<file path="src/rtl/clkseq_pkg.sv">
// Package: mode codes, the control bundle driven per mode, and helpers.
// Assumes a 3-bit mode code; codes 6 and 7 are never a legal mode.
package clkseq_pkg;

    localparam int MODE_W = 3;

    localparam logic [MODE_W-1:0] MODE_LOOP_INT = 3'd0;
    localparam logic [MODE_W-1:0] MODE_LOOP_EXT = 3'd1;
    localparam logic [MODE_W-1:0] MODE_BYP_INT  = 3'd2;
    localparam logic [MODE_W-1:0] MODE_BYP_EXT  = 3'd3;
    localparam logic [MODE_W-1:0] MODE_LPB_INT  = 3'd4;
    localparam logic [MODE_W-1:0] MODE_LPB_EXT  = 3'd5;
    localparam logic [MODE_W-1:0] MODE_LAST     = MODE_LPB_EXT;

    // Control bundle that the decoder derives from the current mode.
    typedef struct packed {
        logic fll_en;
        logic bypass;
        logic ext_sel;
    } src_ctrl_t;

    // True for the two low-power bypassed modes.
    function automatic logic is_low_power(input logic [MODE_W-1:0] m);
        return (m == MODE_LPB_INT) || (m == MODE_LPB_EXT);
    endfunction

    // Parent bypass mode from which a low-power mode may be entered.
    function automatic logic [MODE_W-1:0] lp_parent(input logic [MODE_W-1:0] m);
        return (m == MODE_LPB_INT) ? MODE_BYP_INT : MODE_BYP_EXT;
    endfunction

endpackage

</file>
<file path="src/rtl/clkseq_policy.sv">
// Transition policy: decides whether a requested mode may follow the
// current one. Purely combinational; assumes cur_mode is always a legal code.
module clkseq_policy
    import clkseq_pkg::*;
(
    input  logic [MODE_W-1:0] cur_mode,
    input  logic [MODE_W-1:0] tgt_mode,
    output logic              accept
);

    logic tgt_known;
    logic tgt_lp;

    // Classify the target code.
    always_comb begin
        tgt_known = (tgt_mode <= MODE_LAST);
        tgt_lp    = is_low_power(tgt_mode);
    end

    // Grant rule: unknown codes never; same mode always; low-power only from its parent.
    always_comb begin
        if (!tgt_known)
            accept = 1'b0;
        else if (tgt_mode == cur_mode)
            accept = 1'b1;
        else if (tgt_lp)
            accept = (cur_mode == lp_parent(tgt_mode));
        else
            accept = 1'b1;
    end

endmodule

</file>
<file path="src/rtl/clkseq_decode.sv">
// Source decoder: turns the current mode into FLL, bypass and reference
// controls, applies the stop-time keep rule to the external reference and
// derives the low-power-run permission. Combinational; mode is a legal code.
module clkseq_decode
    import clkseq_pkg::*;
(
    input  logic [MODE_W-1:0] mode,
    input  logic              stop,
    input  logic              stop_keep_ext,
    output src_ctrl_t         ctrl,
    output logic              ext_ref_en,
    output logic              lp_run_ok
);

    // Per-mode control table.
    always_comb begin
        unique case (mode)
            MODE_LOOP_INT: ctrl = '{fll_en: 1'b1, bypass: 1'b0, ext_sel: 1'b0};
            MODE_LOOP_EXT: ctrl = '{fll_en: 1'b1, bypass: 1'b0, ext_sel: 1'b1};
            MODE_BYP_INT:  ctrl = '{fll_en: 1'b1, bypass: 1'b1, ext_sel: 1'b0};
            MODE_BYP_EXT:  ctrl = '{fll_en: 1'b1, bypass: 1'b1, ext_sel: 1'b1};
            MODE_LPB_INT:  ctrl = '{fll_en: 1'b0, bypass: 1'b1, ext_sel: 1'b0};
            MODE_LPB_EXT:  ctrl = '{fll_en: 1'b0, bypass: 1'b1, ext_sel: 1'b1};
            default:       ctrl = '{fll_en: 1'b1, bypass: 1'b0, ext_sel: 1'b0};
        endcase
    end

    // External source stays on while in use, unless stopped without the keep bit.
    always_comb begin
        ext_ref_en = ctrl.ext_sel && (!stop || stop_keep_ext);
        lp_run_ok  = (mode == MODE_LPB_EXT);
    end

endmodule

</file>
<file path="src/rtl/clkseq_busdiv.sv">
// Bus divider: emits a one-cycle tick every 2^ratio cycles. A new setting
// is captured only in the cycle after a tick so no interval is shortened.
// Assumes div_sel is a plain binary exponent, 0 meaning divide by one.
module clkseq_busdiv #(
    parameter int DIV_W = 2
) (
    input  logic             clk,
    input  logic             rst_n,
    input  logic [DIV_W-1:0] div_sel,
    output logic             tick
);

    localparam int CNT_W = (1 << DIV_W) - 1;

    logic [DIV_W-1:0] ratio_q;
    logic [CNT_W-1:0] cnt_q;
    logic [CNT_W-1:0] limit;

    // Terminal count per ratio: bit b set when b is below the exponent.
    for (genvar b = 0; b < CNT_W; b++) begin : g_limit
        assign limit[b] = (b < int'(ratio_q));
    end

    // Tick on the terminal count of the active ratio.
    always_comb tick = (cnt_q == limit);

    // Count, wrap at the boundary and adopt the pending setting there.
    always_ff @(posedge clk) begin
        if (!rst_n) begin
            cnt_q   <= '0;
            ratio_q <= '0;
        end else if (tick) begin
            cnt_q   <= '0;
            ratio_q <= div_sel;
        end else begin
            cnt_q   <= cnt_q + 1'b1;
        end
    end

    // the active ratio never moves except right after a tick.
    a_r9_ratio_at_boundary: assert property (@(posedge clk) disable iff (!rst_n)
        !tick |=> $stable(ratio_q));

    // the counter never runs past the active terminal count.
    a_r8_count_in_range: assert property (@(posedge clk) disable iff (!rst_n)
        cnt_q <= limit);

endmodule

</file>
<file path="src/rtl/clkseq_top.sv">
// Clock source mode sequencer top: holds the current mode, grants or
// rejects requests through the policy, decodes source controls and runs
// the bus divider independently of the mode. Synchronous active-low reset.
module clkseq_top
    import clkseq_pkg::*;
#(
    parameter int DIV_W = 2
) (
    input  logic             clk,
    input  logic             rst_n,
    input  logic             req_valid_i,
    input  logic [2:0]       req_mode_i,
    input  logic [DIV_W-1:0] div_sel_i,
    input  logic             stop_i,
    input  logic             stop_keep_ext_i,
    output logic             fll_en_o,
    output logic             fll_bypass_o,
    output logic             ref_ext_sel_o,
    output logic             ext_ref_en_o,
    output logic [2:0]       mode_o,
    output logic             lp_run_ok_o,
    output logic             req_err_o,
    output logic             bus_tick_o
);

    logic [MODE_W-1:0] mode_q;
    logic              err_q;
    logic              grant;
    src_ctrl_t         ctrl;

    clkseq_policy i_policy (
        .cur_mode (mode_q),
        .tgt_mode (req_mode_i),
        .accept   (grant)
    );

    // Mode register and reject flag update on each request strobe.
    always_ff @(posedge clk) begin
        if (!rst_n) begin
            mode_q <= MODE_LOOP_INT;
            err_q  <= 1'b0;
        end else begin
            err_q <= req_valid_i && !grant;
            if (req_valid_i && grant)
                mode_q <= req_mode_i;
        end
    end

    clkseq_decode i_decode (
        .mode          (mode_q),
        .stop          (stop_i),
        .stop_keep_ext (stop_keep_ext_i),
        .ctrl          (ctrl),
        .ext_ref_en    (ext_ref_en_o),
        .lp_run_ok     (lp_run_ok_o)
    );

    clkseq_busdiv #(.DIV_W(DIV_W)) i_busdiv (
        .clk     (clk),
        .rst_n   (rst_n),
        .div_sel (div_sel_i),
        .tick    (bus_tick_o)
    );

    // Drive the outputs from the registered mode and the decoded bundle.
    always_comb begin
        mode_o        = mode_q;
        req_err_o     = err_q;
        fll_en_o      = ctrl.fll_en;
        fll_bypass_o  = ctrl.bypass;
        ref_ext_sel_o = ctrl.ext_sel;
    end

    // the mode register only ever holds one of the six codes.
    a_r1_mode_code_legal: assert property (@(posedge clk) disable iff (!rst_n)
        mode_q <= MODE_LAST);

    // a reported rejection means the mode did not move.
    a_r3_reject_holds_mode: assert property (@(posedge clk) disable iff (!rst_n)
        req_err_o |-> (mode_q == $past(mode_q)));

    // internal low-power mode is entered only from internal bypass.
    a_r4_lp_int_parent: assert property (@(posedge clk) disable iff (!rst_n)
        (mode_q == MODE_LPB_INT && $past(mode_q) != MODE_LPB_INT)
            |-> ($past(mode_q) == MODE_BYP_INT));

    // external low-power mode is entered only from external bypass.
    a_r4_lp_ext_parent: assert property (@(posedge clk) disable iff (!rst_n)
        (mode_q == MODE_LPB_EXT && $past(mode_q) != MODE_LPB_EXT)
            |-> ($past(mode_q) == MODE_BYP_EXT));

    // the FLL is off in both low-power modes.
    a_r6_lp_fll_off: assert property (@(posedge clk) disable iff (!rst_n)
        is_low_power(mode_q) |-> !fll_en_o);

    // permission implies an external bypassed source with the FLL off.
    a_r11_lprun_source: assert property (@(posedge clk) disable iff (!rst_n)
        lp_run_ok_o |-> (fll_bypass_o && ref_ext_sel_o && !fll_en_o));

endmodule

</file>
<file path="config.mk">
export PLATFORM = sky130hd
export DESIGN_NAME = clkseq_top
export DESIGN_NICKNAME = d
export VERILOG_FILES = /design/src/rtl/clkseq_pkg.sv /design/src/rtl/clkseq_policy.sv /design/src/rtl/clkseq_decode.sv /design/src/rtl/clkseq_busdiv.sv /design/src/rtl/clkseq_top.sv
export SDC_FILE = /design/constraint.sdc
export NUM_CORES = 1
export LEC_CHECK = 0
export ABC_AREA = 1
export ABC_CLOCK_PERIOD_IN_PS = 1700
export BUFFER_PORTS_ARGS = -buffer_cell sky130_fd_sc_hd__clkbuf_2
export CORE_AREA = 3 3 40 42
export DETAILED_ROUTE_END_ITERATION = 8
export DIE_AREA = 0 0 43 45
export PLACE_DENSITY = 0.61
export SETUP_SLACK_MARGIN = 0.05
export SYNTH_ARGS = -nofsm -noshare
export SYNTH_HDL_FRONTEND = slang
export SYNTH_SLANG_ARGS = --single-unit
</file>
<file path="constraint.sdc">
create_clock -name clk -period 1.7 [get_ports clk]
set_input_delay 0.34 -clock clk [delete_from_list [all_inputs] [get_ports clk]]
set_output_delay 0.34 -clock clk [all_outputs]
set_load 0.1 [all_outputs]
</file>
==> reports/metrics.yaml, run 1 <==
synth:
  synth-compound-area-share_pct: 8.152
  syn_area_per_cell_um2: 6.578
  synth_edf_count: 0
  ys_types: 14
  synth-xor-area-share_pct: 7.337
  muxShareOfSynthArea_pct: 0
  post-synth-top-area-cell: "dfxtp_1"
  yosysWarnings: 0
  synth_top_cell_area_share_pct: 39.13
  synth_area_leaders: "dfxtp_1 (39%), nor2_1 (15%), nand2_1 (13%)"
  synth_ff_type: "dfxtp_1"
  synth_adder_area_share_pct: 2.717
  ys_async_sr_fraction_pct: 0
  synthesis.nets: 81
  ys_ff_latch: 9
  synthesis.instances: 70
  synth-seq-area-share_pct: 39.13
  syn_area_um2: 460.4
  synth_top_family_by_area: "simple AND/OR/NAND/NOR gates"
  synthSimpleGateAreaFrac_pct: 33.70
power_and_ir_drop:
  p_leak_uw: 0.0003679
  vdd_drop_max_uv: 1458
  finalPower_uw: 1211
  p_per_area_nw_per_um2: 1669
setup_path:
  cp_slowest_stage_delay_ps: 370
  crit_buf_inv: 2
  crit_type: "reg2out"
  crit_required_ps: 1360
  ff2ff_setup_slack_ps: 520
  critPathTopFamily: "flip-flops"
  reg2reg_from: "mode_o[1]"
  reg2reg_to: "mode_o[0]"
  crit_chain: "nand2_2 -> inv_2 -> nor2_4 -> o21a_4 -> buf_12"
  cp-end-kind: "output port"
  worst_r2r_path_depth: 6
  critPathMaxFanout: 6
  worstPathArrival_ps: 1220
  slowest_stage: "dfxtp_4"
  start_kind: "flop"
drt:
  drc_errors: 0
  drt_pass1_iterations: 2
  drtAntennaViolNets: 0
  drt-total-wl_um: 1044
  route.vias.total: 482
  vias_per_cell: 4.422
  drtIter0Drc: 3
  wl_per_cell_um: 9.578
clock_network:
  cts_hold_buf: 0
  clock-sinks: 9
  cts_root_buffer: "clkbuf_4"
  cts_buffers: 3
  clockBufferDepth: 2
  cts_tree: "done"
  cts.clk_slew.worst_paths_ps: 60
  h-tree-depth: 1
  insertion_delay_ps: 250
cells_and_area:
  final_area_um2: 725.7
  fill_cells: 130
  multi_input_area_um2: 285.3
  syn_to_final_growth_pct: 57.61
  stdcell_count: 109
  fin_nets: 106
  layout-drive-gt1-share_pct: 43.62
  seq_area_um2: 193.9
  antenna_cells: 0
sta:
  finalWorstSetupSlack_ps: 137.8
  min_period_ps: 1562
  period_share_pct: 91.89
  setup_viol: 0
  final_hold_viol_count: 0
  max_freq_mhz: 640.1
  tightest_slew_ps: 542.4
  drv_slew: 0
  finClkSkew_ps: 0.7157
  rsz0062_at_grt: "false"
  hold_ws_ps: 376.4
  max-slew-margin-rel_pct: 63.99
place:
  place_inst: 104
  place_area_um2: 681.9
  gp_congestion: 0.7322
  dp_slack_ps: 330.4
  portBuffers: 19
floorplan:
  ioPinCount: 20
  rows: 13
  die_height_um: 45
  die_x_um: 43
  start_util_pct: 35.83
  core_um2: 1285
  die_area_um2: 1935
flow_run:
  maxCapViolCount: 0
worst_hold_path:
  hold_path_end: "i_busdiv.ratio_q[1]"
  worstHoldPathType: "in2reg"
  hold_depth: 5
  min-delay-start: "div_sel_i[1]"
grt:
  track_usage_pct: 13.53
  use_met1_pct: 15.33
  use_met3_pct: 5.179
  grt_pass1_vias: 456
  grt_util_met2_pct: 22.16
  grt-busiest-layer: "met2"
  overflow: 0
  antenna_found_initial: 0
  grt_max_degree: 8
  grt_pass1_wl_um: 1911
outcome:
  status: "completed"
==> cells by family after synthesis <==
group / after synthesis
simple gates: 39
fa+ha+maj: 1
compound gates: 7
buf+inv: 11
flops: 9
xor+xnor: 3
==> layout by cell type, fill, tap and decap left out, types with 2 or more instances in the layout <==
cell type and n:
nor2_1 15, nand2_1 14, clkbuf_2 13, inv_1 8, clkbuf_4 4, dfxtp_1 4, o21ai_0 3, nor2_4 3
a21oi_1 3, dfxtp_4 3, buf_12 3, buf_4 3, xnor2_1 2, nand2_2 2, inv_4 2, nand3_1 2
dfxtp_2 2
==> what timing repair did <==
action	CTS	global route
gates cloned	0	0
gates resized for setup	1	4
setup endpoints to repair	2	1
hold endpoints to repair	0	0
buffers inserted	1	0
pin swaps	1	1
==> power breakdown <==
group | internal [uW] | switching, uW
clock network | 90.3 | 71.4
logic | 257 | 483
registers | 260 | 48.9
==> per-stage QoR <==
stage	setup TNS, ps	util, %
after floorplan	-234.6	-
after global placement	0	53.07
after detailed placement	0	53.07
after CTS	0	55.89
after global routing	0	56.48
final	0	56.48
==> final cells by class <==
| type | count | area share [%] |
|---|---|---|
| flip-flops and latches | 9 | 26.72 |
| repair buffers | 20 | 21.38 |
| inverters | 11 | 6.379 |
| well taps | 15 | 2.586 |
| multi-input cells | 50 | 39.31 |
| clock buffers | 4 | 3.621 |
==> cells in the mapped netlist, types with 2 or more instances <==
master    n
dfxtp_1   9
nor2_1   18
nand3_1   2
a21oi_1   3
xnor2_1   2
nand2_1  16
inv_1    11
o21ai_0   3
==> flip-flops by register name, summed over array words and instances (netlist names) <==
signal	flops
i_busdiv.cnt_q	3
mode_o	3
i_busdiv.ratio_q	2
req_err_o	1
==> worst max path at each step <==
stage                              end  cells after the start                start  slack [ps]
after floorplan           ext_ref_en_o                      4            mode_o[1]        -200
after global placement        fll_en_o                      3            mode_o[2]         340
after detailed placement    bus_tick_o                      4  i_busdiv.ratio_q[1]         330
after CTS                   bus_tick_o                      6  i_busdiv.ratio_q[1]          90
after global routing      ext_ref_en_o                      5            mode_o[1]          70
final                     ext_ref_en_o                      5            mode_o[1]         140
==> worst register-to-register path, delay by kind of cell (launching register included) <==
family | cells | cell delay (ps)
flip-flops | 1 | 370
AO/OA/AOI/OAI | 1 | 150
AND/OR/NAND/NOR | 5 | 560
==> routing by layer <==
metal / wire length, um / vias up
met2: 457 / 15
li1: - / 262
met4: 10 / 0
met1: 490 / 203
met3: 86 / 2
met5: 0 / -
Note: power is estimated with default switching activity, not from simulation.
==> run 2, diff against run 1 <==
--- a/config.mk
+++ b/config.mk
@@ -8,10 +8,10 @@
 export ABC_AREA = 1
 export ABC_CLOCK_PERIOD_IN_PS = 1700
 export BUFFER_PORTS_ARGS = -buffer_cell sky130_fd_sc_hd__clkbuf_2
-export CORE_AREA = 3 3 40 42
+export CORE_MARGIN = 3
+export CORE_UTILIZATION = 30
 export DETAILED_ROUTE_END_ITERATION = 8
-export DIE_AREA = 0 0 43 45
-export PLACE_DENSITY = 0.61
+export PLACE_DENSITY = 0.55
 export SETUP_SLACK_MARGIN = 0.05
 export SYNTH_ARGS = -nofsm -noshare
 export SYNTH_HDL_FRONTEND = slang
==> run 2 against run 1 <==
Sequential share of layout area is 0.34 points higher. Via count is 2.3% higher. Sequential cell count unchanged. Count of clock-buffer cells in the layout unchanged. Critical path depth grew 1. Utilization is 3.4 points lower. Worst hold slack worse by 28 ps. Register-to-register slack barely moved. Maximum frequency is essentially flat. Clock skew up 0.55 ps. Worst setup slack improved by 0.67 ps.
==> reports/metrics.yaml, run 2 (synthesized netlist as in run 1, its figures left out) <==
grt:
  track_usage_pct: 11.75  # -1.8 points
  grt_util_met2_pct: 19.77  # -2.4 points
  use_met1_pct: 12.29  # -3.0 points
  grt-busiest-layer: "met2"
  overflow: 0  # unchanged
  antenna_found_initial: 0  # unchanged
  grt_pass1_vias: 444  # -2.6%
  grt_pass1_wl_um: 1738  # -9.1%
  grt_max_degree: 8  # unchanged
  use_met3_pct: 5.578  # +0.40 points
clock_network:
  cts.clk_slew.worst_paths_ps: 60  # about the same
  clock-sinks: 9  # unchanged
  cts_root_buffer: "clkbuf_4"
  cts_tree: "done"
  clockBufferDepth: 2  # unchanged
  insertion_delay_ps: 260  # about the same
  cts_buffers: 3  # unchanged
  h-tree-depth: 1  # unchanged
setup_path:
  crit_type: "reg2out"
  critPathMaxFanout: 5  # -1
  ff2ff_setup_slack_ps: 510  # about the same
  reg2reg_from: "mode_o[1]"
  crit_required_ps: 1360  # about the same
  worst_r2r_path_depth: 6  # unchanged
  start_kind: "flop"
  cp-end-kind: "output port"
  reg2reg_to: "mode_o[1]"
  worstPathArrival_ps: 1220  # about the same
drt:
  drtAntennaViolNets: 0  # unchanged
  route.vias.total: 493  # +2.3%
  wl_per_cell_um: 8.945  # -6.6%
  drt_pass1_iterations: 2  # unchanged
  drt-total-wl_um: 975  # -6.6%
  vias_per_cell: 4.523  # +2.3%
  drtIter0Drc: 5  # +2
  drc_errors: 0  # unchanged
worst_hold_path:
  hold_path_end: "i_busdiv.ratio_q[0]"
  hold_depth: 5  # unchanged
  min-delay-start: "div_sel_i[0]"
  worstHoldPathType: "in2reg"
cells_and_area:
  antenna_cells: 0  # unchanged
  final_area_um2: 725.7  # unchanged
  syn_to_final_growth_pct: 57.61  # unchanged
  multi_input_area_um2: 282.8  # -0.88%
  layout_common_cells: "nand2_1 (15), nor2_1 (15), clkbuf_2 (13)"
  seq_area_um2: 196.4  # +1.3%
  stdcell_count: 109  # unchanged
  fin_nets: 106  # unchanged
  layout-drive-gt1-share_pct: 42.55  # -1.1 points
  fill_cells: 145  # +12%
place:
  portBuffers: 19  # unchanged
  dp_slack_ps: 328.9  # -1.503 ps
  gp_congestion: 0.7568  # +3.4%
  hpwlAfterDp_um: 799.2
  place_area_um2: 681.9  # unchanged
  place_inst: 104  # unchanged
sta:
  min_period_ps: 1561  # -0.6700 ps
  setup_viol: 0  # unchanged
  period_share_pct: 91.85  # about the same
  finalWorstSetupSlack_ps: 138.5  # +0.6700 ps
  drv_slew: 0  # unchanged
  tns_ps: 0  # unchanged
  tightest_slew_ps: 539.1  # -3.362 ps
  final_hold_viol_count: 0  # unchanged
  finClkSkew_ps: 1.265  # +0.5498 ps
  max-slew-margin-rel_pct: 64.21  # +0.22 points
  max_freq_mhz: 640.4  # about the same
  rsz0062_at_grt: "false"
power_and_ir_drop:
  vdd_drop_max_uv: 1708  # +17%
  finalPower_uw: 1193  # -1.5%
  p_per_area_nw_per_um2: 1644  # -1.5%
  p_leak_uw: 0.0003681  # about the same
floorplan:
  die_x_um: 45.18  # +5.1%
  die_area_um2: 2041  # +5.5%
  die_height_um: 45.18  # +0.39%
  ioPinCount: 20  # unchanged
  core_um2: 1366  # +6.3%
  start_util_pct: 33.70  # -2.1 points
  rows: 13  # unchanged
flow_run:
  maxCapViolCount: 0  # unchanged
outcome:
  status: "completed"
run 2: cell counts in the layout (fill, tap and decap cells not counted):
Identical to the previous run, type by type.
run 2: worst max-delay path, cell delays in order, from the launching register on:
cell     delay (ps)
dfxtp_4         360
nor2_2          100
nand2_1          50
nand2_1          60
nand2_1          80
nor2_4          130
buf_12          180
run 2: layout make-up:
class                   instances  area share [%]
well taps                      15           2.586
flip-flops and latches          9           27.07
multi-input cells              50           38.97
repair buffers                 20           21.38
clock buffers                   4           3.621
inverters                      11           6.379
run 2: stage by stage:
stage	hold slack, ps	utilization, %
2_1_floorplan	426.5	-
3_3_place_gp	449.1	49.91
3_5_place_dp	460.8	49.91
4_1_cts	350.1	52.56
5_1_grt	382.2	53.11
6_report	348.4	53.11
run 2: report_power, final:
part / total, uW / switching (uW) / internal, uW
clock: 162 / 72.1 / 90.3
sequential: 312 / 48.6 / 263
combinational: 719 / 467 / 253
total: 1190 / 587 / 606
run 2: worst max-delay path by stage:
stage	endpoint	start	depth (start not counted)	slack, ps
finish	bus_tick_o	i_busdiv.ratio_q[1]	6	140
global route	ext_ref_en_o	mode_o[1]	5	60
CTS	bus_tick_o	i_busdiv.ratio_q[1]	6	80
detailed placement	fll_en_o	mode_o[2]	3	330
global placement	bus_tick_o	i_busdiv.ratio_q[1]	4	340
floorplan	ext_ref_en_o	mode_o[1]	4	-200
run 2: layer usage:
layer | share of wire (%) | vias to the layer above
met5 | 0 | -
met3 | 11 | 2
li1 | - | 261
met2 | 48 | 19
met1 | 39 | 211
met4 | 0.92 | 0
run 2: repair_timing:
action / CTS / global route
resized for setup: 1 / 4
pin swaps: 1 / 1
hold buffers: 0 / 0
setup buffers: 1 / 0
setup endpoints to repair: 2 / 1
cloned: 0 / 0
==> run 3, diff against run 2 <==
--- a/config.mk
+++ b/config.mk
@@ -11,6 +11,7 @@
 export CORE_MARGIN = 3
 export CORE_UTILIZATION = 30
 export DETAILED_ROUTE_END_ITERATION = 8
+export GPL_TIMING_DRIVEN = 0
 export PLACE_DENSITY = 0.55
 export SETUP_SLACK_MARGIN = 0.05
 export SYNTH_ARGS = -nofsm -noshare
==> run 3 against run 2 <==
Worst hold slack better by 3.6 ps. Die area stayed put. Sequential cell count stayed put. Design area is 3.4% lower. Sequential power is 2% lower. Cell count stayed put. Worst setup slack worse by 23 ps. Via count is 4.5% lower. Utilization is 1.8 points lower. Count of clock-buffer cells in the layout stayed put. Largest power group unchanged.
==> reports/metrics.yaml, run 3 (synthesized netlist as in run 1, its figures left out) <==
grt:
  grt_pass1_wl_um: 1573  # -9.5%
  grt_max_degree: 8  # unchanged
  antenna_found_initial: 0  # unchanged
  overflow: 0  # unchanged
  grt_pass1_vias: 394  # -11%
  track_usage_pct: 10.78  # -0.96 points
floorplan:
  die_height_um: 45.18  # unchanged
  rows: 13  # unchanged
  start_util_pct: 33.70  # unchanged
  core_um2: 1366  # unchanged
  die_x_um: 45.18  # unchanged
  ioPinCount: 20  # unchanged
  die_area_um2: 2041  # unchanged
drt:
  drt-total-wl_um: 915  # -6.2%
  drtAntennaViolNets: 0  # unchanged
  drc_errors: 0  # unchanged
  vias_per_cell: 4.321  # -4.5%
  route.vias.total: 471  # -4.5%
  wl_per_cell_um: 8.394  # -6.2%
  drtIter0Drc: 3  # -2
  drt_pass1_iterations: 2  # unchanged
cells_and_area:
  layout_common_cells: "nor2_1 (16), nand2_1 (14), clkbuf_2 (13)"
  syn_to_final_growth_pct: 52.17
  fin_nets: 106  # unchanged
  layout_commonest_cell: "nor2_1"
  antenna_cells: 0  # unchanged
  stdcell_count: 109  # unchanged
  layout-drive-gt1-share_pct: 41.49  # -1.1 points
clock_network:
  cts.clk_slew.worst_paths_ps: 60  # about the same
  clockBufferDepth: 2  # unchanged
  insertion_delay_ps: 250  # about the same
  cts_buffers: 3  # unchanged
  clock-sinks: 9  # unchanged
  h-tree-depth: 1  # unchanged
  cts_tree: "done"
  cts_root_buffer: "clkbuf_4"
sta:
  period_share_pct: 93.23  # +1.4 points
  hold_ws_ps: 352.0  # +3.586 ps
  finalWorstSetupSlack_ps: 115.1  # -23.45 ps
  final_hold_viol_count: 0  # unchanged
  tns_ps: 0  # unchanged
  setup_viol: 0  # unchanged
  drv_slew: 0  # unchanged
  tightest_slew_ps: 539.6  # +0.5227 ps
  rsz0062_at_grt: "true"
  finClkSkew_ps: 0.6070  # -0.6585 ps
  min_period_ps: 1585  # +23.45 ps
  max-slew-margin-rel_pct: 64.18  # about the same
  max_freq_mhz: 630.9  # -1.5%
setup_path:
  reg2reg_from: "mode_o[1]"
  worstPathArrival_ps: 1240  # +20 ps
  cp-end-kind: "output port"
  critPathMaxFanout: 5  # unchanged
  ff2ff_setup_slack_ps: 530  # +20 ps
  slowest_stage: "dfxtp_2"
  crit_required_ps: 1360  # about the same
  crit_chain: "nor2_1 -> nand2_1 -> nand2_1 -> nand2_2 -> nor2_4 -> clkbuf_16"
  cp_common_cell: "nand2_1"
  cp-startpoint: "i_busdiv.ratio_q[1]"
  start_kind: "flop"
  cp_slowest_stage_delay_ps: 340  # -20 ps
  crit_type: "reg2out"
place:
  hpwlAfterDp_um: 779.3  # -2.5%
  portBuffers: 19  # unchanged
  place_inst: 104  # unchanged
  dp_slack_ps: 43.22  # -285.7 ps
  gp_congestion: 0.7482  # -1.1%
worst_hold_path:
  min-delay-start: "div_sel_i[1]"
  worstHoldPathType: "in2reg"
flow_run:
  maxCapViolCount: 0  # unchanged
power_and_ir_drop:
  p_per_area_nw_per_um2: 1715  # +4.3%
  p_leak_uw: 0.0003618  # -1.7%
  vdd_drop_max_uv: 1650  # -3.4%
  finalPower_uw: 1202  # +0.72%
outcome:
  status: "completed"
## run 3: critical path: cells and delay by family, from the launching register on
kind	cells	cell delay [ps]
flip-flops	1	340
buffers and inverters	1	210
AND/OR/NAND/NOR	5	440
## run 3: layout make-up
cell class	instances	area [um^2]
fill	140	665.6
multi-input combinational	50	282.8
sequential	9	192.7
timing repair buffer	20	133.9
inverter	11	46.29
clock buffer	4	26.28
tap	15	18.77
## run 3: where the power goes
group / internal, uW / leakage (uW) / switching (uW)
combinational: 268 / 0.000270 / 466
clock: 90.3 / 0.0000150 / 71.5
sequential: 258 / 0.0000764 / 48.1
## run 3: final timing paths
check,to,cells after the start
min reg2reg,i_busdiv.cnt_q[0],1
min,i_busdiv.ratio_q[1],5
max reg2reg,mode_o[0],6
max,bus_tick_o,6
## run 3: layer usage
layer | share of wire, % | track usage [%]
met5 | 0 | 0
met2 | 43 | 17.51
met1 | 47 | 12.59
met4 | 1.6 | 7.018
met3 | 8.7 | 2.390
## run 3: stage by stage
step	utilization, %	instance area (um^2)
after floorplan	-	518.0
after global placement	46.25	631.9
after detailed placement	46.25	631.9
after CTS	50.55	690.7
after global routing	51.28	700.7
final	51.28	700.7
## run 3: repair_timing
item	CTS	global route
endpoints found under the hold margin	0	0
hold buffers	0	0
gates cloned	0	0
setup endpoints to repair	3	4
resized for setup	7	4
pin swaps	0	1
setup buffers	0	1
